## src/rtl/dma_chan_pkg.sv

```systemverilog
package dma_chan_pkg;

    typedef enum logic [1:0] {
        ST_IDLE = 2'd0,
        ST_REQ  = 2'd1,
        ST_RD   = 2'd2,
        ST_WR   = 2'd3
    } dma_state_t;

    // control word, packed from bit 6 down to bit 0
    typedef struct packed {
        logic [1:0] size;     // [6:5]
        logic       dst_inc;  // [4]
        logic       src_inc;  // [3]
        logic       single;   // [2]
        logic       ext;      // [1]
        logic       start;    // [0]
    } dma_ctrl_t;

    localparam int CTRL_W = $bits(dma_ctrl_t);

    localparam logic [2:0] RA_SRC  = 3'd0;
    localparam logic [2:0] RA_DST  = 3'd1;
    localparam logic [2:0] RA_CNT  = 3'd2;
    localparam logic [2:0] RA_CTRL = 3'd3;
    localparam logic [2:0] RA_STAT = 3'd4;

    function automatic logic [2:0] op_bytes(input logic [1:0] sz);
        case (sz)
            2'd0:    op_bytes = 3'd1;
            2'd1:    op_bytes = 3'd2;
            default: op_bytes = 3'd4;
        endcase
    endfunction

endpackage

```

## src/rtl/dma_addr_reg.sv

```systemverilog
module dma_addr_reg #(
    parameter int AW = 32
) (
    input  logic          clk,
    input  logic          rst,
    input  logic          ld,
    input  logic [AW-1:0] ld_val,
    input  logic          adv,
    input  logic          inc_en,
    input  logic [2:0]    step,
    output logic [AW-1:0] q
);
    always_ff @(posedge clk) begin
        if (rst)
            q <= '0;
        else if (ld)
            q <= ld_val;
        else if (adv && inc_en)
            q <= q + AW'(step);
    end
endmodule

```

## src/rtl/dma_req_qual.sv

```systemverilog
module dma_req_qual #(
    parameter int SYNC = 0
) (
    input  logic clk,
    input  logic rst,
    input  logic start,
    input  logic ext_mode,
    input  logic dreq,
    input  logic cnt_nz,
    output logic go
);
    logic dreq_s;

    generate
        if (SYNC == 0) begin : g_direct
            assign dreq_s = dreq;
        end else begin : g_sync
            logic [SYNC-1:0] sh;
            always_ff @(posedge clk) begin
                if (rst) sh <= '0;
                else     sh <= (sh << 1) | SYNC'(dreq);
            end
            assign dreq_s = sh[SYNC-1];
        end
    endgenerate

    assign go = start && cnt_nz && (!ext_mode || dreq_s);
endmodule

```

## src/rtl/dma_chan_seq.sv

```systemverilog
module dma_chan_seq
    import dma_chan_pkg::*;
#(
    parameter int AW        = 32,
    parameter int DW        = 32,
    parameter int CW        = 16,
    parameter int DREQ_SYNC = 0
) (
    input  logic          clk,
    input  logic          rst,
    input  logic          cfg_we,
    input  logic [2:0]    cfg_addr,
    input  logic [DW-1:0] cfg_wdata,
    output logic [DW-1:0] cfg_rdata,
    input  logic          dreq,
    output logic          br,
    input  logic          bg,
    output logic          bgack,
    output logic [AW-1:0] m_addr,
    output logic          m_strb,
    output logic          m_rw,
    output logic          m_fc3,
    output logic [1:0]    m_size,
    output logic [DW-1:0] m_wdata,
    input  logic [DW-1:0] m_rdata,
    input  logic          m_ack,
    input  logic          m_berr
);
    dma_state_t      state_q, state_d;
    dma_ctrl_t       ctrl_q;
    logic [CW-1:0]   cnt_q;
    logic [DW-1:0]   hold_q;
    logic            done_q, err_q;
    logic [AW-1:0]   src_q, dst_q;
    logic [2:0]      step;
    logic            go, rd_ok, wr_ok, fault, last;
    logic            wr_ctrl, arm;
    logic            ctl_single;

    assign step       = op_bytes(ctrl_q.size);
    assign ctl_single = ctrl_q.single;
    assign wr_ctrl    = cfg_we && (cfg_addr == RA_CTRL);
    assign arm        = wr_ctrl && cfg_wdata[0];
    assign rd_ok      = (state_q == ST_RD) && m_ack && !m_berr;
    assign wr_ok      = (state_q == ST_WR) && m_ack && !m_berr;
    assign fault      = ((state_q == ST_RD) || (state_q == ST_WR)) && m_berr;
    assign last       = cnt_q <= CW'(step);

    dma_req_qual #(.SYNC(DREQ_SYNC)) u_qual (
        .clk      (clk),
        .rst      (rst),
        .start    (ctrl_q.start),
        .ext_mode (ctrl_q.ext),
        .dreq     (dreq),
        .cnt_nz   (cnt_q != '0),
        .go       (go)
    );

    dma_addr_reg #(.AW(AW)) u_src (
        .clk    (clk),
        .rst    (rst),
        .ld     (cfg_we && (cfg_addr == RA_SRC)),
        .ld_val (cfg_wdata[AW-1:0]),
        .adv    (rd_ok),
        .inc_en (ctrl_q.src_inc),
        .step   (step),
        .q      (src_q)
    );

    dma_addr_reg #(.AW(AW)) u_dst (
        .clk    (clk),
        .rst    (rst),
        .ld     (cfg_we && (cfg_addr == RA_DST)),
        .ld_val (cfg_wdata[AW-1:0]),
        .adv    (wr_ok),
        .inc_en (ctrl_q.dst_inc),
        .step   (step),
        .q      (dst_q)
    );

    // operand sequencer
    always_comb begin
        state_d = state_q;
        case (state_q)
            ST_IDLE: if (go) state_d = ST_REQ;
            ST_REQ:  if (bg) state_d = ctrl_q.single ? ST_WR : ST_RD;
            ST_RD: begin
                if (fault)      state_d = ST_IDLE;
                else if (rd_ok) state_d = ST_WR;
            end
            ST_WR:   if (fault || wr_ok) state_d = ST_IDLE;
            default: state_d = ST_IDLE;
        endcase
    end

    always_ff @(posedge clk) begin
        if (rst) begin
            state_q <= ST_IDLE;
            ctrl_q  <= '0;
            cnt_q   <= '0;
            hold_q  <= '0;
            done_q  <= 1'b0;
            err_q   <= 1'b0;
        end else begin
            state_q <= state_d;
            if (rd_ok)
                hold_q <= m_rdata;
            if (cfg_we && (cfg_addr == RA_CNT))
                cnt_q <= cfg_wdata[CW-1:0];
            else if (wr_ok)
                cnt_q <= last ? '0 : cnt_q - CW'(step);
            if (wr_ctrl)
                ctrl_q <= dma_ctrl_t'(cfg_wdata[CTRL_W-1:0]);
            else if (fault || (wr_ok && last))
                ctrl_q.start <= 1'b0;
            if (arm) begin
                done_q <= 1'b0;
                err_q  <= 1'b0;
            end else if (fault) begin
                err_q  <= 1'b1;
            end else if (wr_ok && last) begin
                done_q <= 1'b1;
            end
        end
    end

    assign br      = (state_q == ST_REQ);
    assign bgack   = (state_q == ST_RD) || (state_q == ST_WR);
    assign m_strb  = bgack;
    assign m_fc3   = bgack;
    assign m_rw    = (state_q == ST_RD);
    assign m_addr  = (state_q == ST_RD) ? src_q : dst_q;
    assign m_size  = ctrl_q.size;
    assign m_wdata = hold_q;

    always_comb begin
        case (cfg_addr)
            RA_SRC:  cfg_rdata = DW'(src_q);
            RA_DST:  cfg_rdata = DW'(dst_q);
            RA_CNT:  cfg_rdata = DW'(cnt_q);
            RA_CTRL: cfg_rdata = DW'(ctrl_q);
            RA_STAT: cfg_rdata = DW'({err_q, done_q, state_q != ST_IDLE});
            default: cfg_rdata = '0;
        endcase
    end
endmodule

```

## config.mk

```make
export PLATFORM = sky130hd
export DESIGN_NAME = dma_chan_seq
export DESIGN_NICKNAME = d
export VERILOG_FILES = /design/src/rtl/dma_chan_pkg.sv /design/src/rtl/dma_addr_reg.sv /design/src/rtl/dma_req_qual.sv /design/src/rtl/dma_chan_seq.sv
export SDC_FILE = /design/constraint.sdc
export NUM_CORES = 1
export LEC_CHECK = 0
export BUFFER_PORTS_ARGS = -buffer_cell sky130_fd_sc_hd__clkbuf_2
export CAP_MARGIN = 20
export CORE_MARGIN = 3
export CORE_UTILIZATION = 49
export DETAILED_ROUTE_END_ITERATION = 7
export PLACE_DENSITY = 0.78
export SLEW_MARGIN = 30
export SYNTH_ARGS = -nofsm -noshare
export SYNTH_HDL_FRONTEND = slang
export SYNTH_SLANG_ARGS = --single-unit
```

## constraint.sdc

```tcl
create_clock -name clk -period 2.5 [get_ports clk]
set_clock_uncertainty 0.1 [all_clocks]
set_input_delay 0.125 -clock clk [delete_from_list [all_inputs] [get_ports clk]]
set_output_delay 0.125 -clock clk [all_outputs]
set_load 0.005 [all_outputs]
```

* After elaboration in Yosys (flattened, before gate mapping) *
Cells that the tools add are included.

cells by class
  add/sub/neg operators = 3
  order comparisons = 1
  equality and inequality tests = 12
  muxes and demuxes = 19
  bitwise operators = 1
  reductions and logical operators = 33

operators by type and width
  operator            count
  $mux 32             5
  $pmux 32 s5         1
  $add 32x3->32       2
  $mux 16             3
  $le 16x3->1         1
  $reduce_bool 16->1  1
  $sub 16x3->16       1
  $logic_and 1x1->1   15
  $mux 2              5
  $reduce_bool 2->1   5
  $pmux 2 s4          1
  $eq 3x2->1 const B  2
  $pmux 3 s2          1
  $eq 2x1->1 const B  2
  $eq 2x2->1 const B  2
  $logic_not 2->1     2
  $logic_or 1x1->1    4
  $ne 2x1->1 const B  2
  $reduce_and 4->1    1
  $eq 3x1->1 const B  1
  $eq 3x3->1 const B  1
  $logic_not 3->1     1
  $mux 1              3
  $ne 3x1->1 const B  1
  other kinds (5)     6

word-level totals
  flip-flop bits (word level) = 123
  output and inout port bits = 103
  logic and storage cells = 82

* Longest topological paths before layout *
Gate-level depths: netlist (run 1).

  depth in word-level cells = 7
  depth in mapped cells = 10
  depth with buffers taken out = 9

* Modules after synthesis *
A second synthesis (run 1) with hierarchy kept.

second synthesis, totals
  cells, all modules = 970
  area total of the unflattened synthesis = 7770.0 um2

by module, submodules not included
  module                instances  cells each  area each (um2)
  dma_chan_seq          1          463         3691.0
  dma_addr_reg (u_dst)  1          256         2069.5
  dma_addr_reg (u_src)  1          248         1993.2
  dma_req_qual          1          3           16.3

* Least setup slack after synthesis (run 1) *
Ideal clock, no wire load.

  kind = register to register
  from = register ctrl_q (netlist bit m_size[1])
  to = register cnt_q[12]
  setup time = 74 ps
  data arrival time = 2374 ps
  slack = -48 ps
  cell stages (with the launch flop) = 9
  period minus slack after synthesis = 2548 ps
  cells stage by stage = dfxtp_1 nor2_1 ha_1 inv_1 fa_1 a211o_1 or3_1 or4b_1 a31oi_1

on the way
  longest elaborated chain between the ends = 6

ends and longest elaborated chain
  item                                           line                                     text
  start, declared                                dma_chan_seq.sv:30                       dma_ctrl_t ctrl_q;
  start signal, assigned                         dma_chan_seq.sv:113                      ctrl_q <= dma_ctrl_t'(cfg_wdata[CTRL_W-1:0]);
  $eq 2x1->1 or $logic_not 2->1 (tied branches)  dma_chan_pkg.sv:29                       case (sz)
  $pmux 3 s2 (*)                                 dma_chan_pkg.sv:29
  $sub 16x3->16 or $le 16x3->1 (tied branches)   dma_chan_seq.sv:111, dma_chan_seq.sv:47
  $mux 16 (*)                                    dma_chan_seq.sv:111                      cnt_q <= last ? '0 : cnt_q - CW'(step);
  $mux 16 (*)                                    dma_chan_seq.sv:110                      else if (wr_ok)
  $mux 16 (*)                                    dma_chan_seq.sv:108                      if (cfg_we && (cfg_addr == RA_CNT))
  end signal, assigned                           dma_chan_seq.sv:109                      cnt_q <= cfg_wdata[CW-1:0];
  end signal, assigned                           dma_chan_seq.sv:111
  end, declared                                  dma_chan_seq.sv:31                       logic [CW-1:0] cnt_q;

Every way passes the cells marked *; elsewhere a longest branch is shown, timed or not. The select of a mux whose other input is x is not followed.
A chain may end at the register's enable or synchronous reset.

* Worst setup path after layout (run 1) *
Same ends and word-level chain as after synthesis.

==> flow_summary.ini, run 1 <==
[run_status]
status = finished clean

[pwr]
irDropWorstVdd_mv = 0.4785
p_leak_nw = 4.063
power_mw = 5.244
p_per_area_nw_per_um2 = 516.6

[synth]
synth_ff_type = dfxtp_1
syn_inst = 966
synth_edf_count = 0
async_flop_share_pct = 0
synth_top_area_share_pct = 32.66
yosys-top-cells-count = nand2_1 (126), dfxtp_1 (123), nor2_1 (118)
ys_seq_elements = 123
synth.largest_area_cell = dfxtp_1
synth_cell_type_count = 62
syn_nets = 1052
syn_avg_cell_area_sq_um = 7.805
ys_seq_area_share_pct = 32.66
yosysMostFrequentCell = nand2_1
netlist_area_sq_um = 7540
yosysWarnings = 0
synth_area_leaders = dfxtp_1 (33%), nand2_1 (6.3%), nor2_1 (5.9%)

[floorplan]
start_util_pct = 50.91
core_area_sq_um = 14810
chipHeight_microns = 130.0
dieArea_sq_um = 16910
die_width_microns = 130.0
ioPinCount = 177
rows = 44

[timing]
relSlewSlack_pct = 52.48
finalCriticalPeriod_ps = 2483
fin_setup_tns_ps = 0
fin_hold_ws_ps = 11.41
setup_viol = 0
fin_crit_sh_pct = 99.30
worst_slew_pin_slew_ps = 711.4
finalHoldViolCount = 0
fmax_mhz = 402.8
finalWorstSetupSlack_ps = 17.47
drv_slew = 0
rsz0062_at_grt = yes

[clock_network]
clock-sinks = 123
clock_path_buffers = 2
clk_pin_slew_ps = 60
cts_tree = yes
htree_num_levels = 4
clockRootBuffer = clkbuf_16
cts_made_buffers = 17
clkLatencyLatePin_ps = 420

[layout]
syn_to_final_growth_pct = 34.62
nets = 1293
n_fill_cell = 1162
fin_cells = 1405
fin_util_pct = 68.54
stdcell_area_sq_um = 10150
drive_gt1_share_pct = 26.58

[critical_path]
cp-endpoint = cnt_q[12]
reg2reg_from = m_size[1]
cp_max_fo = 4
regToRegEndpoint = cnt_q[12]
startpoint = m_size[1]
cp_data_required_time_ps = 2750
cp.arrival_ps = 2730
critPathKind = register to register
r2r_setup_slack_ps = 20
startpoint_type = register
crit_path_end_kind = register
reg2regPathDepth = 8

[routing]
wirelength_microns = 25970
vias = 8459
ant_nets = 0
wire_per_inst_microns = 18.48
drc_errors = 0
drt_first_iter_violations = 863
viasPerCell = 6.021
first_pass_iters = 5

[placement]
dp.cells = 1304
place.gp.congestion = 0.9781
dpl.hpwl_microns = 17720
port_buffers = 176
pre_cts_ws_ps = -27.57
post_dp_cell_area_sq_um = 8802

[global_route]
grt_pass1_wl_microns = 39570
grt_pass1_vias = 7749
grtUsageTotal_pct = 29.67
antenna_found_initial = 0
grt-ovfl-total = 0
grt_max_degree = 67

[job]
max_cap_violations = 0

[min_path]
hp-start = rst
hp-class = input pin to register
power by group:
| part | switching, mW | internal [mW] | leakage (nW) | total [mW] |
|---|---|---|---|---|
| clock network | 0.923 | 1.58 | 0.281 | 2.50 |
| registers | 0.0715 | 2.01 | 0.997 | 2.08 |
| logic | 0.336 | 0.324 | 2.78 | 0.660 |
| total | 1.33 | 3.91 | 4.06 | 5.24 |
worst max-delay path, stage by stage, from the launching register on:
cell and delay [ps]:
dfxtp_2 350, nor2_4 110, ha_2 170, inv_1 50, fa_2 330, a211o_1 320
or3_1 320, or4b_1 480, a31oi_1 180
logic make-up (layout without fill, tap and decap cells):
| family | count (synthesis) | count (layout) | synth area share [%] |
|---|---|---|---|
| other | 0 | 2 | 0 |
| multiplexers | 69 | 69 | 10.39 |
| adder cells (fa/ha/maj) | 12 | 12 | 2.290 |
| AO/OA/AOI/OAI | 187 | 187 | 15.80 |
| buffers and inverters | 90 | 343 | 4.812 |
| XOR/XNOR | 56 | 56 | 6.505 |
| AND/OR/NAND/NOR | 429 | 429 | 27.55 |
| flip-flops | 123 | 123 | 32.66 |
what timing repair did:
action                                 4_1_cts  5_1_grt
endpoints found under the hold margin      120        0
hold buffers                                66        0
setup buffers                                0        2
resized for setup                            1       16
setup endpoints to repair                    2       27
pin swaps                                    1        5
registers in the layout, summed over array words and instances (netlist names):
register / flops
m_wdata: 32
u_dst.q: 32
u_src.q: 32
cnt_q: 16
ctrl_q: 4
m_size: 2
state_q: 2
ctl_single: 1
done_q: 1
err_q: 1
cells in the final DEF (no fill, tap or decap), types with 5 or more instances in the layout:
| cell type | n |
|---|---|
| and2_1 | 10 |
| dfxtp_1 | 121 |
| nand4_1 | 20 |
| a311oi_1 | 9 |
| nand3b_1 | 6 |
| nand3_1 | 33 |
| a211oi_1 | 48 |
| o21ai_0 | 24 |
| clkbuf_16 | 17 |
| a21oi_1 | 69 |
| clkbuf_2 | 175 |
| nor2b_1 | 9 |
| nor3_1 | 22 |
| o211ai_1 | 5 |
| nor2_1 | 117 |
| nand2_1 | 123 |
| buf_4 | 57 |
| ha_1 | 8 |
| inv_1 | 11 |
| mux2i_1 | 34 |
| and3_1 | 11 |
| xor2_1 | 13 |
| dlygate4sd3_1 | 66 |
| or3_1 | 9 |
| and4_1 | 11 |
| nor4_1 | 25 |
| a31oi_1 | 7 |
| mux2_2 | 31 |
| xnor2_1 | 43 |
area by class of cell:
| class | count | area, sq um | share of cell area (%) |
|---|---|---|---|
| Multi-Input combinational cell | 753 | 4808 | 47.37 |
| Tap cell | 184 | 230.2 | 2.268 |
| Sequential cell | 123 | 2465 | 24.29 |
| Timing Repair Buffer | 300 | 2004 | 19.75 |
| Clock buffer | 19 | 442.9 | 4.364 |
| Clock inverter | 12 | 148.9 | 1.467 |
| Antenna cell | 2 | 5.005 | 0.04931 |
| Inverter | 12 | 45.04 | 0.4438 |
per-layer routing:
metal / global-route usage, % / part of all wire [%]
met4: 13.88 / 3.5
met2: 46.32 / 47
met1: 38.15 / 39
met5: 0 / 0
met3: 8.146 / 11
how the worst min path moves through the flow:
stage,slack (ps),end,cells past startpoint
5_1_grt,20,m_wdata[14],2
2_1_floorplan,130,cnt_q[10],2
4_1_cts,5,m_wdata[17],2
6_report,10,m_wdata[7],2
3_3_place_gp,250,m_wdata[28],3
3_5_place_dp,250,m_wdata[14],3
Power figures use the tool's default switching activity.
==> run 2: changes to the inputs <==
ABC_AREA = 1   (was unset)
CORE_UTILIZATION = 50   (was 49)
==> run 2 against run 1 <==
Effect of this change: worst setup slack improved by 72 ps; flip-flop and latch count unchanged; highest routed layer unchanged; critical endpoint unchanged; hold slack got worse by 2.2 ps; fmax increased by 3.0%; global-route usage increased by 5.0 points; synthesized area increased by 8.5%; clock-buffer cell count decreased by 2; sequential share of layout area decreased by 0.75 points; register-to-register slack improved by 70 ps.
==> flow_summary.ini, run 2 <==
[run_status]
status = finished clean

[global_route]
grt_pass1_vias = 9513
antenna_found_initial = 0
grt_pass1_wl_microns = 49400
grtUsageTotal_pct = 34.66
grt_max_degree = 68
grt-ovfl-total = 0

[synth]
synth_top_area_share_pct = 30.09
ys_seq_elements = 123
syn_nets = 1440
netlist_area_sq_um = 8183
async_flop_share_pct = 0
yosysMostFrequentCell = nand2_1
synth_ff_type = dfxtp_1
synth_cell_type_count = 42
ys_seq_area_share_pct = 30.09
synth_area_leaders = dfxtp_1 (30%), nand2_1 (16%), nor2_1 (8.5%)
syn_avg_cell_area_sq_um = 6.043
syn_inst = 1354
synth_edf_count = 0
yosysWarnings = 0
yosys-top-cells-count = nand2_1 (358), nor2_1 (185), inv_1 (184)
synth.largest_area_cell = dfxtp_1

[routing]
drc_errors = 0
vias = 10320
wirelength_microns = 31650
ant_nets = 0
wl_met1_microns = 12330
wire_per_inst_microns = 17.58
first_pass_iters = 6
viasPerCell = 5.731
dr_wl_met3_microns = 3441
wl_met2_microns = 14180
highest_layer = met4
drt_first_iter_violations = 1305

[critical_path]
cp_data_required_time_ps = 2680
cp_max_fo = 5
startpoint = m_size[0]
regToRegEndpoint = cnt_q[12]
reg2reg_from = m_size[0]
crit_path_end_kind = register
reg2regPathDepth = 13
critPathKind = register to register
cp.arrival_ps = 2590
r2r_setup_slack_ps = 90
startpoint_type = register

[pwr]
switching_share_pct = 30.65
p_per_area_nw_per_um2 = 512.3
irDropWorstVdd_mv = 0.5006
p_leak_nw = 4.568
clock_power_share_pct = 47.7
seqPwrFrac_pct = 38.6
pwr-share-comb_pct = 13.7
p_sw_mw = 1.643
intPower_mw = 3.718

[timing]
fin_crit_sh_pct = 96.43
relSlewSlack_pct = 42.90
worst_slew_pin_slew_ps = 856.4
finalCriticalPeriod_ps = 2411
setup_viol = 0
finalWorstSetupSlack_ps = 89.27
finalHoldViolCount = 0
drv_slew = 0
fmax_mhz = 414.8

[clock_network]
clk_pin_slew_ps = 60
clock_path_buffers = 2
htree_num_levels = 4
cts_tree = yes
clkLatencyLatePin_ps = 440
clockRootBuffer = clkbuf_16
cts_made_buffers = 17
clock-sinks = 123

[min_path]
hold_path_end = u_dst.q[22]
hp-start = cfg_wdata[22]
hold_path_depth = 5
hp-class = input pin to register

[layout]
drive_gt1_share_pct = 17.17
antenna_cells = 0
n_fill_cell = 1462
final_cell_mix = nand2_1 (357), inv_1 (184), clkbuf_2 (176)
fin_cells = 1800
final_common_cell = nand2_1
nets = 1657
syn_to_final_growth_pct = 27.91

[placement]
port_buffers = 176
dpl.hpwl_microns = 22950
pre_cts_ws_ps = 0.6051
dp.cells = 1712
place.gp.congestion = 0.9797

[floorplan]
die_width_microns = 133.9
ioPinCount = 177
dieArea_sq_um = 17940
start_util_pct = 51.33
rows = 46
core_area_sq_um = 15940
chipHeight_microns = 133.9

[job]
max_cap_violations = 0
[run 2: changes by cell type in the layout (fill, tap and decap cells not counted), sizes merged, moves of 43 or more]
cell	delta
a211oi	-48
inv	+193
nand2	+236
nor2	+76
o21ai	+84
o22ai	+52
xnor2	-43
[run 2: worst max-delay path by stage]
| stage | endpoint | slack [ps] | cells past startpoint |
|---|---|---|---|
| floorplan | cnt_q[14] | 190 | 12 |
| global placement | cnt_q[14] | 100 | 10 |
| detailed placement | cnt_q[14] | 0.6 | 10 |
| CTS | cnt_q[14] | 30 | 12 |
| global route | cnt_q[12] | -50 | 13 |
| finish | cnt_q[12] | 90 | 13 |
[run 2: critical path, stage by stage, from the launching register on]
cell and delay, ps:
dfxtp_2 380, inv_1 100, nor2_4 170, inv_1 100, fa_1 440, nand2_1 110, nand2_1 130, nor2_2 140
nand2_1 110, nand3_4 150, nor2_4 70, buf_4 140, nand2_1 50, a31oi_1 60
[run 2: final cells by class]
| type | count | area (sq um) | share of cell area [%] |
|---|---|---|---|
| Multi-Input combinational cell | 985 | 4812 | 45.98 |
| Sequential cell | 123 | 2464 | 23.54 |
| Tap cell | 216 | 270.3 | 2.582 |
| Clock inverter | 15 | 168.9 | 1.614 |
| Inverter | 194 | 730.7 | 6.981 |
| Clock buffer | 17 | 425.4 | 4.065 |
| Timing Repair Buffer | 250 | 1595 | 15.24 |
[run 2: metrics by stage]
step                      utilization [%]  TNS [ps]  area [sq um]  power, mW  hold slack (ps)
after detailed placement            58.04         0          9253      2.735            280.9
after global routing                65.65    -182.9         10470      5.525            34.19
after CTS                           65.08         0         10380      5.319            1.842
after floorplan                         -         0          8183      2.476            159.9
after global placement              58.04         0          9253      2.729            271.6
final                               65.65         0         10470      5.362            9.245
[run 2: cells by family (layout without fill, tap and decap cells)]
family / Yosys count / count (layout) / share of synthesized area, %
AOI/OAI and AO/OA: 276 / 276 / 18.91
xor gates and xnor gates: 22 / 22 / 2.355
adders and majority gates: 12 / 12 / 2.110
buffers and inverters: 247 / 476 / 11.97
DFF: 123 / 123 / 30.09
and+or+nand+nor: 674 / 675 / 34.56
[run 2: what timing repair did]
| action | CTS | global route |
|---|---|---|
| pin swaps | 0 | 3 |
| resized for setup | 2 | 18 |
| setup endpoints to repair | 2 | 48 |
| hold buffers | 52 | 0 |
| endpoints found under the hold margin | 72 | 0 |
| cloned | 0 | 1 |
| setup buffers | 0 | 3 |
[run 2: power by group through the flow]
stage | Combinational [mW] | Sequential [mW] | Clock (mW)
5_1_grt | 0.802 | 2.07 | 2.65
6_report | 0.733 | 2.07 | 2.56
2_1_floorplan | 0.382 | 2.09 | 0
3_5_place_dp | 0.625 | 2.11 | 0
4_1_cts | 0.694 | 2.07 | 2.56
3_3_place_gp | 0.620 | 2.11 | 0
[run 2: routing by layer]
| metal | vias up | global-route usage [%] |
|---|---|---|
| li1 | 4836 | - |
| met5 | - | 0 |
| met1 | 4682 | 44.72 |
| met3 | 113 | 7.839 |
| met4 | 0 | 18.29 |
| met2 | 685 | 54.21 |
==> run 3: changes to the inputs <==
--- a/config.mk
+++ b/config.mk
@@ -13,5 +13,4 @@
 export DETAILED_ROUTE_END_ITERATION = 7
 export PLACE_DENSITY = 0.78
-export SLEW_MARGIN = 30
 export SYNTH_ARGS = -nofsm -noshare
 export SYNTH_HDL_FRONTEND = slang
==> constraint.sdc (replaced) <==
create_clock -name clk -period 2.5 [get_ports clk]
set_clock_uncertainty 0.1 [all_clocks]
set_input_delay 0.25 -clock clk [delete_from_list [all_inputs] [get_ports clk]]
set_output_delay 0.25 -clock clk [all_outputs]
set_load 0.005 [all_outputs]
==> run 3 against run 2 <==
Effect of this change: sequential share of layout area up 0.61 points; hold slack worse by 1.8 ps; core utilization down 1.7 points.
==> flow_summary.ini, run 3 (synthesis gave the netlist of run 2 again) <==
[clock_network]
clk_pin_slew_ps = 70
clock_path_buffers = 2
cts_made_buffers = 17
clockRootBuffer = clkbuf_16
clock-sinks = 123
htree_num_levels = 4
post-cts-setup-buffer-count = 0
clkLatencyLatePin_ps = 440
cts_tree = yes

[critical_path]
cp_max_fo = 10
cp.arrival_ps = 2560
reg2regPathDepth = 12
reg2reg_from = m_size[1]
startpoint_type = register
cp_data_required_time_ps = 2680
startpoint = m_size[1]
crit_path_end_kind = register
r2r_setup_slack_ps = 120
regToRegEndpoint = cnt_q[14]
critPathKind = register to register

[timing]
finalCriticalPeriod_ps = 2377
fin_hold_ws_ps = 7.404
drv_slew = 0
setup_viol = 0
finalWorstSetupSlack_ps = 123.2
fin_setup_tns_ps = 0
fin_crit_sh_pct = 95.07
fmax_mhz = 420.7
finalHoldViolCount = 0
relSlewSlack_pct = 44.13
worst_slew_pin_slew_ps = 838.0
rsz0062_at_grt = no

[floorplan]
rows = 46
core_area_sq_um = 15940
chipHeight_microns = 133.9
die_width_microns = 133.9
start_util_pct = 51.33
ioPinCount = 177
dieArea_sq_um = 17940

[min_path]
hp-class = input pin to register
hold_path_end = m_wdata[9]
hp-start = m_rdata[9]
hold_path_depth = 3

[layout]
syn_to_final_growth_pct = 24.59
n_fill_cell = 1445
final_cell_mix = nand2_1 (358), inv_1 (184), nor2_1 (177)
nets = 1633
drive_gt1_share_pct = 17.05
final_common_cell = nand2_1
fin_util_pct = 63.95

[job]
max_cap_violations = 0

[global_route]
grt_max_degree = 68
antenna_found_initial = 1
grt_pass1_vias = 9533
grt-ovfl-total = 0
grt_pass1_wl_microns = 49050
grtUsageTotal_pct = 34.43

[routing]
wl_met1_microns = 12690
dr_wl_met3_microns = 3255
drc_errors = 0
wirelength_microns = 31690
first_pass_iters = 7
drt_first_iter_violations = 1374
vias = 10240
ant_nets = 0
highest_layer = met4
wl_met2_microns = 14050
wire_per_inst_microns = 17.83
viasPerCell = 5.762

[run_status]
status = finished clean

[placement]
dpl.hpwl_microns = 22750
port_buffers = 176
place.gp.congestion = 1.001
pre_cts_ws_ps = 33.53

[pwr]
irDropWorstVdd_mv = 0.4868
p_leak_nw = 4.457
p_per_area_nw_per_um2 = 524.0
-- run 3: cell count changes in the layout (fill, tap and decap cells not counted), moves of 2 or more --
cell,previous run,this run
o21ai_1,1,3
nor2_1,175,177
nor2_4,7,5
dlygate4sd3_1,52,30
o21ai_0,108,106
-- run 3: timing repair --
item,in CTS,in global routing
setup endpoints to repair,0,42
resized for setup,0,14
endpoints found under the hold margin,30,0
hold buffers,30,0
-- run 3: power by group --
part | internal [mW] | switching [mW] | leakage [nW] | total, mW
sequential | 2.01 | 0.0623 | 0.995 | 2.07
clock | 1.44 | 1.15 | 0.294 | 2.58
combinational | 0.255 | 0.438 | 3.17 | 0.692
total | 3.70 | 1.65 | 4.46 | 5.34
-- run 3: layer usage --
| layer | vias to the layer above | track usage, % |
|---|---|---|
| li1 | 4788 | - |
| met1 | 4659 | 45.24 |
| met2 | 676 | 53.43 |
| met3 | 116 | 7.014 |
| met4 | 0 | 18.23 |
| met5 | - | 0 |
-- run 3: layout make-up --
| type | count | area (sq um) | area share [%] |
|---|---|---|---|
| repair buffers | 227 | 1351 | 13.25 |
| clock inverters | 15 | 171.4 | 1.681 |
| diodes | 1 | 2.502 | 0.02455 |
| inverters | 194 | 730.7 | 7.167 |
| multi-input cells | 984 | 4781 | 46.89 |
| clock buffers | 17 | 425.4 | 4.173 |
| well taps | 216 | 270.3 | 2.651 |
| flip-flops and latches | 123 | 2462 | 24.15 |
-- run 3: worst max-delay path by stage --
stage | end | slack, ps
after floorplan | cnt_q[14] | 190
after global placement | cnt_q[14] | 100
after detailed placement | u_src.q[28] | 30
after CTS | u_src.q[28] | 20
after global routing | cnt_q[4] | 3
final | cnt_q[14] | 120
-- run 3: through the flow --
step	power, mW	std cells	area, sq um
final	5.342	1777	10190
after CTS	5.305	1776	10150
after detailed placement	2.736	1714	9255
after global placement	2.733	1714	9255
after global routing	5.487	1777	10190
after floorplan	2.476	1354	8183
-- run 3: critical path: stages, from the launching register on --
cell and delay [ps]:
dfxtp_1 340, nor2_2 220, ha_1 210, inv_1 60, fa_1 390, nand2_1 110
nand2_1 110, nor2_1 160, nand2_1 90, nand3_1 170, nor2_4 100, o21ai_0 90
a21oi_1 80
